<file path="src/rtl/isa_irq_pkg.sv">
package isa_irq_pkg;
  localparam int unsigned LINES_DEF = 16;

  function automatic int unsigned idx_width(input int unsigned n);
    return (n > 1) ? $clog2(n) : 1;
  endfunction
endpackage

</file>
<file path="src/rtl/isa_irq_pend.sv">
module isa_irq_pend #(
  parameter int unsigned NLINES = 16
) (
  input  logic              clk,
  input  logic              rst_n,
  input  logic [NLINES-1:0] req,
  input  logic              clr_lo,
  input  logic              clr_hi,
  output logic [NLINES-1:0] pend
);
  localparam int unsigned HALF = NLINES / 2;

  logic [NLINES-1:0] req_q;
  logic [NLINES-1:0] rise;
  logic [NLINES-1:0] clr_vec;
  logic [NLINES-1:0] pend_d;
  logic              pend_en;

  always_comb begin
    rise    = req & ~req_q;
    clr_vec = {{(NLINES-HALF){clr_hi}}, {HALF{clr_lo}}};
    // a fresh edge overrides a clear in the same cycle
    pend_d  = (pend & ~clr_vec) | rise;
    pend_en = (|rise) | clr_lo | clr_hi;
  end

  always_ff @(posedge clk or negedge rst_n) begin
    if (!rst_n) begin
      req_q <= '0;
    end else begin
      req_q <= req;
    end
  end

  always_ff @(posedge clk or negedge rst_n) begin
    if (!rst_n) begin
      pend <= '0;
    end else if (pend_en) begin
      pend <= pend_d;
    end
  end

  a_r5_eoi_lo_clears: assert property (@(posedge clk) disable iff (!rst_n)
    clr_lo |=> ((pend[HALF-1:0] & ~$past(rise[HALF-1:0])) == '0));

  a_r6_eoi_hi_clears: assert property (@(posedge clk) disable iff (!rst_n)
    clr_hi |=> ((pend[NLINES-1:HALF] & ~$past(rise[NLINES-1:HALF])) == '0));

  a_r9_sticky: assert property (@(posedge clk) disable iff (!rst_n)
    !(clr_lo || clr_hi) |=> (($past(pend) & ~pend) == '0));

  a_r10_edge_wins: assert property (@(posedge clk) disable iff (!rst_n)
    (|rise) |=> ((pend & $past(rise)) == $past(rise)));
endmodule

</file>
<file path="src/rtl/isa_irq_mask.sv">
module isa_irq_mask #(
  parameter int unsigned NLINES = 16
) (
  input  logic                  clk,
  input  logic                  rst_n,
  input  logic                  wr_lo,
  input  logic                  wr_hi,
  input  logic [NLINES/2-1:0]   wdata,
  output logic [NLINES-1:0]     mask
);
  localparam int unsigned HALF = NLINES / 2;

  logic [NLINES-1:0] mask_d;
  logic              mask_en;

  always_comb begin
    mask_d  = mask;
    mask_en = wr_lo | wr_hi;
    if (wr_lo) mask_d[HALF-1:0]      = ~wdata;
    if (wr_hi) mask_d[NLINES-1:HALF] = ~wdata;
  end

  always_ff @(posedge clk or negedge rst_n) begin
    if (!rst_n) begin
      mask <= '1;
    end else if (mask_en) begin
      mask <= mask_d;
    end
  end

  a_r2_lo_write: assert property (@(posedge clk) disable iff (!rst_n)
    (wr_lo && !wr_hi) |=> (mask[HALF-1:0] == ~$past(wdata)) &&
                           (mask[NLINES-1:HALF] == $past(mask[NLINES-1:HALF])));

  a_r3_hi_write: assert property (@(posedge clk) disable iff (!rst_n)
    (wr_hi && !wr_lo) |=> (mask[NLINES-1:HALF] == ~$past(wdata)) &&
                           (mask[HALF-1:0] == $past(mask[HALF-1:0])));

  a_r12_both_write: assert property (@(posedge clk) disable iff (!rst_n)
    (wr_hi && wr_lo) |=> (mask == {~$past(wdata), ~$past(wdata)}));
endmodule

</file>
<file path="src/rtl/isa_irq_prio.sv">
module isa_irq_prio #(
  parameter int unsigned NLINES = 16,
  parameter int unsigned IDXW   = 4
) (
  input  logic [NLINES-1:0] act,
  output logic [IDXW-1:0]   vec,
  output logic              any
);
  always_comb begin
    vec = '0;
    any = |act;
    // scan downward so the lowest set index is the one that remains
    for (int i = NLINES - 1; i >= 0; i--) begin
      if (act[i]) vec = IDXW'(i);
    end
  end
endmodule

</file>
<file path="src/rtl/isa_irq_agg.sv">
module isa_irq_agg
  import isa_irq_pkg::*;
#(
  parameter int unsigned NLINES = LINES_DEF,
  localparam int unsigned HALF  = NLINES / 2,
  localparam int unsigned IDXW  = idx_width(NLINES)
) (
  input  logic              clk,
  input  logic              rst_n,
  input  logic [NLINES-1:0] irq_req,
  input  logic              bus_sel_lo,
  input  logic              bus_sel_hi,
  input  logic              bus_off,
  input  logic              bus_wr,
  input  logic [HALF-1:0]   bus_wdata,
  output logic [NLINES-1:0] bus_rdata,
  output logic [IDXW-1:0]   vec_out,
  output logic              irq_out
);
  logic [1:0]        rst_sync;
  logic              rst_ni;
  logic              wr_lo, wr_hi;
  logic              eoi_lo, eoi_hi;
  logic              mwr_lo, mwr_hi;
  logic [NLINES-1:0] pend;
  logic [NLINES-1:0] mask;
  logic [NLINES-1:0] act;

  // asynchronous assert, synchronous release
  always_ff @(posedge clk or negedge rst_n) begin
    if (!rst_n) begin
      rst_sync <= 2'b00;
    end else begin
      rst_sync <= {rst_sync[0], 1'b1};
    end
  end
  assign rst_ni = rst_sync[1];

  always_comb begin
    wr_lo  = bus_wr & bus_sel_lo;
    wr_hi  = bus_wr & bus_sel_hi;
    eoi_lo = wr_lo & ~bus_off;
    eoi_hi = wr_hi & ~bus_off;
    mwr_lo = wr_lo & bus_off;
    mwr_hi = wr_hi & bus_off;
    bus_rdata = (bus_off && (bus_sel_lo || bus_sel_hi)) ? mask : '0;
    act = pend & mask;
  end

  isa_irq_pend #(.NLINES(NLINES)) u_pend (
    .clk    (clk),
    .rst_n  (rst_ni),
    .req    (irq_req),
    .clr_lo (eoi_lo),
    .clr_hi (eoi_hi),
    .pend   (pend)
  );

  isa_irq_mask #(.NLINES(NLINES)) u_mask (
    .clk   (clk),
    .rst_n (rst_ni),
    .wr_lo (mwr_lo),
    .wr_hi (mwr_hi),
    .wdata (bus_wdata),
    .mask  (mask)
  );

  isa_irq_prio #(.NLINES(NLINES), .IDXW(IDXW)) u_prio (
    .act (act),
    .vec (vec_out),
    .any (irq_out)
  );

  always_comb begin
    if (rst_ni === 1'b1) begin
      if (vec_out != '0) begin
        a_r7_vec_is_active: assert (act[vec_out]);
      end
      a_r8_irq_matches_vec: assert (irq_out == ((vec_out != '0) || act[0]));
    end
  end

  a_r1_no_irq_without_pend: assert property (@(posedge clk) disable iff (!rst_ni)
    (pend == '0) |-> !irq_out);
endmodule

</file>
<file path="config.mk">
export PLATFORM = sky130hd
export DESIGN_NAME = isa_irq_agg
export DESIGN_NICKNAME = d
export VERILOG_FILES = /design/src/rtl/isa_irq_pkg.sv /design/src/rtl/isa_irq_pend.sv /design/src/rtl/isa_irq_mask.sv /design/src/rtl/isa_irq_prio.sv /design/src/rtl/isa_irq_agg.sv
export SDC_FILE = /design/constraint.sdc
export NUM_CORES = 1
export LEC_CHECK = 0
export ABC_AREA = 1
export BUFFER_PORTS_ARGS = -buffer_cell sky130_fd_sc_hd__buf_2
export CAP_MARGIN = 40
export CORE_ASPECT_RATIO = 1.5
export CORE_MARGIN = 8
export CORE_UTILIZATION = 54
export DETAILED_ROUTE_END_ITERATION = 6
export PLACE_DENSITY = 0.79
export SETUP_SLACK_MARGIN = 0.05
export SLEW_MARGIN = 20
export SYNTH_ARGS = -nofsm -noshare
export SYNTH_HDL_FRONTEND = slang
export SYNTH_HIERARCHICAL = 1
export SYNTH_SLANG_ARGS = --single-unit
</file>
<file path="constraint.sdc">
create_clock -name clk -period 2.1 [get_ports clk]
set_input_delay 0.42 -clock clk [delete_from_list [all_inputs] [get_ports clk]]
set_output_delay 0.42 -clock clk [all_outputs]
set_load 0.03 [all_outputs]
</file>
==> flow_summary.json, run 1 <==
{
  "power_mw": 2.526,
  "r2r-start": "u_mask/mask[13]",
  "synthFlopType": "dfrtp_1",
  "finClkSkew_ns": 0.005135,
  "antenna_cells": 0,
  "viasPerCell": 4.753,
  "root_buffer": "clkbuf_8",
  "vias": 1963,
  "synth_most_common_cell": "nand2_1",
  "synthArstFlopShare_pct": 100.0,
  "cp_num_buf_inv": 3,
  "place_hpwl_um": 3784,
  "syn-num-nets": 331,
  "cp_top_family": "simple AND/OR/NAND/NOR gates",
  "ys_types": 17,
  "grt_pass1_vias": 2025,
  "synth_warnings": 6,
  "clk_latency_ns": 0.30,
  "ys_top_cells_by_area": "dfrtp_1 36%, nand2_1 20%, dfstp_2 18%",
  "p_leak_nw": 1.708,
  "antenna_found_initial": 0,
  "yosys_register_bits": 50,
  "die_area_mm2": 0.006765,
  "netlist_area_mm2": 0.002351,
  "final_nets": 396,
  "min_path_type": "reg2async",
  "grt_pass1_wl_um": 8694,
  "grt.total_usage_pct": 15.60,
  "crit_type": "reg2out",
  "arrival_ns": 1.88,
  "drive_gt1_share_pct": 32.43,
  "peakVddDrop_mv": 0.7757,
  "cts_max_level": 2,
  "cts_buffer_depth": 2,
  "cap_viol_max_count": 0,
  "io_pins": 51,
  "dp.cells": 396,
  "min_period_ns": 2.299,
  "status": "finished with violations",
  "p_per_area_mw_per_mm2": 876.6,
  "drtPass1Iterations": 4,
  "fp.coreArea_mm2": 0.004209,
  "stdcell_count": 413,
  "cp_slowest_cell": "dfrtp_1",
  "tightest_slew_ns": 0.5404,
  "start_util_pct": 55.86,
  "die_h_um": 96.81,
  "rows": 29,
  "max_slew_margin_pct": 63.97,
  "netlist_instances": 301,
  "slowest_delay_ns": 0.40,
  "finalMaxSlewViolations": 0,
  "crit_path_start_kind": "flip-flop",
  "netlist.top_cell.by_area": "dfrtp_1",
  "crit_path_frequent_cell": "nand3_1",
  "synth_top_cell_area_share_pct": 36.19,
  "finalSetupViolations": 5,
  "cts_buffers": 5,
  "crit_fanout": 2,
  "fmax_ghz": 0.4350,
  "synth_commonest_cells": "127 x nand2_1, 68 x inv_1, 34 x dfrtp_1, 16 x dfstp_2, 13 x nor3_1",
  "cts_tree": "yes",
  "violations": "setup timing",
  "worstPathRequired_ns": 1.68,
  "path_clk_slew_ns": 0.08,
  "syn2layout_area_growth_pct": 22.57,
  "startpoint": "u_pend/pend[15]",
  "r2r_slack_ns": 1.27,
  "drtAntennaViolNets": 0,
  "wl_um": 5198,
  "finalHoldViolations": 0,
  "path_cells": "nand2_1, inv_2, buf_4, or2_4, nand3_1, nand3_1, nand3_1, nand3_2, a21oi_2, nor3_2, buf_4",
  "grt_max_degree": 45,
  "fin_crit_sh_pct": 109.5,
  "clkSinkCount": 50,
  "die_x_um": 69.88,
  "synth_edf_count": 0,
  "place.gp.congestion": 0.8381,
  "drcViolationCount": 0,
  "portBuffers": 50,
  "avgSynthCellArea_um2": 7.811,
  "rsz0062_at_grt": "yes",
  "fin_ws_ns": -0.1991,
  "yosysSeqAreaShare_pct": 54.07,
  "drt-initial-drc-count": 73,
  "critPathCaptureType": "output port",
  "grt_overflow_total": 0,
  "wl_per_cell_um": 12.59
}
[area by class of cell]
cell class	instances	area (um2)
inverters	79	296.5
multi-input cells	168	774.5
clock buffers	7	86.33
well taps	46	57.56
repair buffers	62	364.1
fillers	352	1328
flip-flops and latches	50	1272
clock inverters	1	30.03
[registers in the layout, indices dropped and copies added (netlist names)]
signal and count:
u_mask/mask 16, u_pend/pend 16, u_pend/req_q 16, rst_sync 2
[worst paths after layout]
path | depth (start not counted) | endpoint
max | 11 | vec_out[1]
min | 0 | u_pend/pend[11]
max reg2reg | 3 | u_mask/mask[13]
min reg2reg | 0 | u_pend/pend[11]
max in group asynchronous | 1 | u_mask/mask[9]
min in group clk | 1 | u_pend/req_q[1]
[timing repair]
item,CTS,global route
resized for setup,16,3
endpoints found under the setup margin,5,5
endpoints found under the hold margin,2,0
pin swaps,4,5
buffers inserted,5,2
hold buffers,1,0
[cells by family (layout without fill, tap and decap cells)]
family          Yosys count  in the layout  share of synthesized area [%]
compound gates            3              3                         0.7984
buf+inv                  83            149                          14.53
flops                    50             50                          54.07
other cells               1              1                         0.1595
simple gates            164            164                          30.44
[layout by cell type (no fill, tap or decap)]
master	instances
a21oi_1	1
a21oi_2	2
buf_2	46
buf_4	12
buf_6	3
bufinv_16	1
clkbuf_1	1
clkbuf_8	6
conb_1	1
dfrtp_1	33
dfrtp_2	1
dfstp_2	16
dlygate4sd3_1	1
inv_1	64
inv_2	15
nand2_1	126
nand2_2	1
nand3_1	4
nand3_2	1
nand4_1	1
nor2_1	4
nor2_2	1
nor2_4	1
nor3_1	12
nor3_2	11
nor4_4	1
or2_4	1
[power breakdown]
part	internal [mW]	leakage, nW	switching [mW]
combinational	0.252	1.11	0.421
sequential	1.10	0.544	0.0659
clock	0.388	0.0585	0.297
[metal layers]
metal	track usage (%)	vias up	share of wire (%)
li1	-	986	-
met5	0	-	0
met3	3.885	18	5.3
met1	17.68	896	42
met2	25.83	63	50
met4	8.851	0	3.0
[worst reg2reg max path: cells and delay by family, from the launching register on]
kind	cells	cell delay (ns)
AND/OR/NAND/NOR	2	0.11
flip-flops	1	0.56
buffers and inverters	1	0.12
[metrics by stage]
stage / util (%) / hold WS, ns / setup TNS, ns / area (um2) / setup slack [ns]
2_1_floorplan: - / 0.1244 / 0 / 2356 / 0.1583
3_3_place_gp: 62.78 / 0.06030 / 0 / 2643 / 0.1252
3_5_place_dp: 62.78 / 0.06573 / 0 / 2643 / 0.08055
4_1_cts: 67.81 / 0.07190 / -0.2792 / 2854 / -0.2061
5_1_grt: 68.46 / 0.07692 / -1.392 / 2882 / -0.3968
6_report: 68.46 / 0.06651 / -0.7185 / 2882 / -0.1991
Note: power is estimated with default switching activity, not from simulation.
==> run 2, diff against run 1 <==
==> constraint.sdc (replaced) <==
create_clock -name clk -period 2.3 [get_ports clk]
set_input_delay 0.46 -clock clk [delete_from_list [all_inputs] [get_ports clk]]
set_output_delay 0.46 -clock clk [all_outputs]
set_load 0.03 [all_outputs]
==> run 2 against run 1 <==
The flow still finishes with violations (setup timing). Clock-buffer cell count is the same. Clock skew shrank 0.0011 ns. Cell count shrank 0.97%. First-iteration DRC count shrank 6.8%. Setup slack gained 0.20 ns. Register-to-register slack gained 0.14 ns. Sequential power shrank 9%. Final area shrank 2.5%. Core utilization shrank 1.7 points. Clock power shrank 25%. Flip-flop and latch count is the same.
==> flow_summary.json, run 2 (synthesis results as in run 1) <==
{
  "wl_per_cell_um": 12.27,
  "dp_slack_ns": 0.2603,
  "max_slew_margin_pct": 63.82,
  "finalHoldViolations": 0,
  "r2r_slack_ns": 1.41,
  "portBuffers": 50,
  "final_common_cell": "nand2_1",
  "r2r-start": "u_mask/mask[13]",
  "crit_fanout": 3,
  "post_dp_cell_area_mm2": 0.002643,
  "finalSetupViolations": 1,
  "final_nets": 392,
  "wl_um": 5017,
  "p_int_mw": 1.460,
  "p_per_area_mw_per_mm2": 768.4,
  "rows": 29,
  "die_h_um": 96.81,
  "crit_path_start_kind": "flip-flop",
  "status": "finished with violations",
  "fp.coreArea_mm2": 0.004209,
  "grt_pass1_vias": 1967,
  "die_area_mm2": 0.006765,
  "antenna_found_initial": 0,
  "cts_tree": "yes",
  "min_path_type": "reg2async",
  "power_mw": 2.158,
  "rsz0062_at_grt": "yes",
  "cts_max_level": 2,
  "grt.total_usage_pct": 15.37,
  "grt_overflow_total": 0,
  "cp-endpoint": "vec_out[0]",
  "drive_gt1_share_pct": 30.85,
  "syn2layout_area_growth_pct": 19.48,
  "p_leak_nw": 1.675,
  "grt_pass1_wl_um": 8687,
  "fin_ws_ns": -0.004041,
  "drtPass1Iterations": 5,
  "die_x_um": 69.88,
  "clkSinkCount": 50,
  "arrival_ns": 1.84,
  "cap_viol_max_count": 0,
  "io_pins": 51,
  "p_sw_mw": 0.6987,
  "netSwitchingFraction_pct": 32.37,
  "path_clk_slew_ns": 0.08,
  "cts_buffer_depth": 2,
  "place_hpwl_um": 3708,
  "critPathCaptureType": "output port",
  "fmax_ghz": 0.4340,
  "viasPerCell": 4.711,
  "grt_max_degree": 46,
  "top_regs": "u_mask/mask x16, u_pend/pend x16, u_pend/req_q x16",
  "tightest_slew_ns": 0.5415,
  "finalInstanceArea_mm2": 0.002809,
  "place.gp.congestion": 0.8251,
  "worstPathRequired_ns": 1.84,
  "layout_common_cells": "125 x nand2_1, 65 x inv_1, 48 x buf_2, 33 x dfrtp_1, 16 x dfstp_2",
  "regArea_mm2": 0.001272,
  "cts_buffers": 5,
  "drtAntennaViolNets": 0,
  "start_util_pct": 55.86,
  "drcViolationCount": 0,
  "whs_ns": 0.07349,
  "clkPwrFrac_pct": 23.9,
  "r2r-end": "u_mask/mask[13]",
  "violations": "setup timing",
  "power_frac_comb_pct": 26.6,
  "startpoint": "u_mask/mask[13]",
  "finalMaxSlewViolations": 0,
  "crit_type": "reg2out",
  "finClkSkew_ns": 0.004015,
  "clk_latency_ns": 0.30,
  "multi_input_area_um2": 757.0,
  "power_frac_seq_pct": 49.5,
  "vias": 1927,
  "antenna_cells": 0,
  "min_period_ns": 2.304,
  "root_buffer": "clkbuf_8",
  "drt-initial-drc-count": 68,
  "peakVddDrop_mv": 0.5324,
  "r2r_cells": 4,
  "n_fill_cell": 374,
  "fin_crit_sh_pct": 100.2
}
==> run 2: cell type report <==
cell class | instances | share of cell area [%]
clock buffers | 7 | 3.074
flip-flops and latches | 50 | 45.30
clock inverters | 1 | 0.1782
multi-input cells | 168 | 26.95
repair buffers | 58 | 11.89
well taps | 46 | 2.049
inverters | 79 | 10.56
==> run 2: what timing repair did <==
item / in CTS / in global routing
setup buffers: 3 / 1
hold endpoints to repair: 2 / 0
pin swaps: 1 / 2
setup endpoints to repair: 2 / 5
resized for setup: 5 / 8
hold buffers: 1 / 0
==> run 2: power by group through the flow <==
stage	combinational [mW]	clock (mW)	sequential, mW
2_1_floorplan	0.383	0	1.07
3_3_place_gp	0.510	0	1.08
3_5_place_dp	0.523	0	1.08
4_1_cts	0.556	0.532	1.07
5_1_grt	0.643	0.562	1.08
6_report	0.574	0.517	1.07
==> run 2: worst max-delay path: stages (launching register included) <==
cell,delay (ns)
dfstp_2,0.53
nand2_1,0.06
inv_2,0.07
inv_2,0.04
nand2_1,0.05
nand2_1,0.04
nand2_1,0.05
nand2_1,0.04
nand2_1,0.05
nand2_1,0.05
nand2_1,0.05
nand2_1,0.04
nand2_1,0.05
nand2_1,0.04
nand2_1,0.05
nand2_1,0.06
a21oi_2,0.14
buf_6,0.14
==> run 2: metal layers <==
layer,GRT usage [%],part of all wire (%),up-vias
li1,-,-,984
met2,26.53,51,58
met4,6.056,1.9,0
met1,17.30,41,875
met3,4.192,6.1,10
met5,0,0,-
==> run 2: how the worst min path moves through the flow <==
stage / from / end / slack [ns] / cells past startpoint
floorplan: rst_n / rst_sync[0] / 0.16 / 0
global placement: rst_sync[1] / u_pend/req_q[8] / 0.07 / 0
detailed placement: rst_sync[1] / u_pend/req_q[8] / 0.07 / 0
CTS: rst_sync[1] / u_pend/req_q[8] / 0.08 / 0
global route: rst_sync[1] / u_pend/req_q[11] / 0.08 / 0
finish: rst_sync[1] / u_pend/req_q[8] / 0.07 / 0
==> run 2: through the flow <==
stage / std cells / utilization [%] / setup TNS (ns)
after floorplan: 301 / - / 0
after global placement: 395 / 62.78 / 0
after detailed placement: 395 / 62.78 / 0
after CTS: 407 / 65.93 / 0
after global routing: 409 / 66.74 / -0.5038
final: 409 / 66.74 / -0.004041
==> run 3, diff against run 2 <==
--- a/config.mk
+++ b/config.mk
@@ -10,9 +10,9 @@
 export CAP_MARGIN = 40
 export CORE_ASPECT_RATIO = 1.5
 export CORE_MARGIN = 8
-export CORE_UTILIZATION = 54
+export CORE_UTILIZATION = 58
 export DETAILED_ROUTE_END_ITERATION = 6
-export PLACE_DENSITY = 0.79
+export PLACE_DENSITY = 0.84
 export SETUP_SLACK_MARGIN = 0.05
 export SLEW_MARGIN = 20
 export SYNTH_ARGS = -nofsm -noshare
==> constraint.sdc (replaced) <==
create_clock -name clk -period 2.9 [get_ports clk]
set_input_delay 0.58 -clock clk [delete_from_list [all_inputs] [get_ports clk]]
set_output_delay 0.58 -clock clk [all_outputs]
set_load 0.03 [all_outputs]
==> run 3 against run 2 <==
The flow now finishes without violations. Largest power group unchanged. Setup slack better by 0.34 ns. Sequential share of layout area up 1.2 points. Flip-flop and latch count unchanged.
==> flow_summary.json, run 3 (synthesis results as in run 1) <==
{
  "status": "finished clean",
  "p_per_area_mw_per_mm2": 605.0,
  "place.gp.congestion": 0.8308,
  "p_sw_mw": 0.5477,
  "arrival_ns": 1.99,
  "cap_viol_max_count": 0,
  "rows": 28,
  "r2r_slack_ns": 2.14,
  "min_path_type": "in2async",
  "final_nets": 387,
  "die_h_um": 93.98,
  "fmax_ghz": 0.3893,
  "finalSetupViolations": 0,
  "die_x_um": 67.99,
  "antenna_found_initial": 0,
  "slowest_delay_ns": 0.55,
  "root_buffer": "clkbuf_8",
  "crit_fanout": 3,
  "worstPathRequired_ns": 2.32,
  "finalMaxSlewViolations": 0,
  "final_common_cell": "nand2_1",
  "fin_crit_sh_pct": 88.58,
  "drcViolationCount": 0,
  "syn2layout_area_growth_pct": 16.34,
  "min_period_ns": 2.569,
  "vias": 1928,
  "dp_slack_ns": 0.6854,
  "drt-initial-drc-count": 78,
  "drtAntennaViolNets": 0,
  "start_util_pct": 59.92,
  "multi_input_area_um2": 738.2,
  "crit_type": "reg2out",
  "path_cells": "nand2_1, inv_1, inv_1, nand2_1, nand2_1, nand2_1, nand2_1, nand2_1, nand2_1, nand2_1, nand2_1, nand2_1, nand2_1, nand2_1, nand2_1, a21oi_2, buf_2",
  "layout_common_cells": "127 x nand2_1, 68 x inv_1, 50 x buf_2, 33 x dfrtp_1, 16 x dfstp_2",
  "rsz0062_at_grt": "no",
  "r2r-start": "rst_sync[1]",
  "drive_gt1_share_pct": 27.93,
  "finalHoldViolations": 0,
  "place_hpwl_um": 3793,
  "crit_path_frequent_cell": "nand2_1",
  "tns_ns": 0,
  "p_leak_nw": 1.645,
  "path_clk_slew_ns": 0.08,
  "grt.total_usage_pct": 17.22,
  "critPathCaptureType": "output port",
  "startpoint": "u_mask/mask[13]",
  "netSwitchingFraction_pct": 33.09,
  "grt_max_degree": 33,
  "viasPerCell": 4.784,
  "clk_latency_ns": 0.30,
  "io_pins": 51,
  "top_regs": "u_mask/mask x16, u_pend/pend x16, u_pend/req_q x16",
  "p_int_mw": 1.107,
  "finClkSkew_ns": 0.003949,
  "crit_path_start_kind": "flip-flop",
  "power_frac_seq_pct": 51.3,
  "grt_pass1_vias": 1989,
  "cp_slowest_cell": "dfstp_2",
  "die_area_mm2": 0.006389,
  "fin_ws_ns": 0.3312,
  "cts_buffer_depth": 2,
  "clkSinkCount": 50,
  "post-cts-setup-buffers": 0,
  "cts_buffers": 5,
  "grt_pass1_wl_um": 8521,
  "clkPwrFrac_pct": 23.8,
  "regArea_mm2": 0.001272,
  "cts_max_level": 2,
  "portBuffers": 50,
  "r2r-end": "u_mask/mask[2]",
  "peakVddDrop_mv": 0.5118,
  "n_fill_cell": 345,
  "cts_tree": "yes",
  "wl_um": 4878,
  "tightest_slew_ns": 0.5376,
  "max_slew_margin_pct": 64.08,
  "drtPass1Iterations": 4,
  "wl_per_cell_um": 12.10,
  "cts_resized": 0,
  "antenna_cells": 0,
  "r2r_cells": 1,
  "grt_overflow_total": 0,
  "power_frac_comb_pct": 24.9,
  "fp.coreArea_mm2": 0.003924,
  "ctsHoldBuffers": 0
}
## run 3: worst max-delay path: cells and delay by family (launching register included)
kind | cells | cell delay (ns)
compound gates | 1 | 0.11
buf+inv | 3 | 0.36
flops | 1 | 0.55
simple gates | 13 | 0.65
## run 3: metal layers
| metal | GRT usage, % | part of all wire, % | vias to the layer above |
|---|---|---|---|
| met5 | 0 | 0 | - |
| met4 | 7.204 | 1.7 | 0 |
| met3 | 5.257 | 7.9 | 8 |
| met2 | 28.28 | 50 | 60 |
| met1 | 19.97 | 40 | 886 |
| li1 | - | - | 974 |
## run 3: per-stage QoR
step           util (%)  hold WS (ns)  total power, mW  std cells  instance area (um2)
2_1_floorplan         -        0.2844            1.155        301                 2351
3_3_place_gp      67.00        0.3391            1.257        394                 2629
3_5_place_dp      67.51        0.2022            1.274        395                 2649
4_1_cts           69.71       0.02972            1.672        403                 2735
5_1_grt           69.71       0.02468            1.764        403                 2735
6_report          69.71       0.03752            1.655        403                 2735
## run 3: power by group through the flow
stage / registers, mW / clock network [mW] / logic, mW
after floorplan: 0.852 / 0 / 0.304
after global placement: 0.867 / 0 / 0.390
after detailed placement: 0.861 / 0 / 0.413
after CTS: 0.849 / 0.408 / 0.415
after global routing: 0.858 / 0.434 / 0.472
final: 0.849 / 0.394 / 0.412
## run 3: final cells by class
type | count | share of cell area [%]
sequential | 50 | 46.52
clock buffer | 6 | 2.653
inverter | 79 | 10.84
clock inverter | 2 | 0.5032
tap | 45 | 2.059
multi-input combinational | 168 | 26.99
timing repair buffer | 53 | 10.43
## run 3: worst max-delay path by stage
stage | endpoint | slack (ns) | cells past startpoint
after global routing | vec_out[0] | 0.09 | 17
after global placement | vec_out[0] | 0.77 | 17
after CTS | vec_out[0] | 0.33 | 17
final | vec_out[0] | 0.33 | 17
after detailed placement | vec_out[0] | 0.69 | 17
after floorplan | vec_out[1] | 0.64 | 9
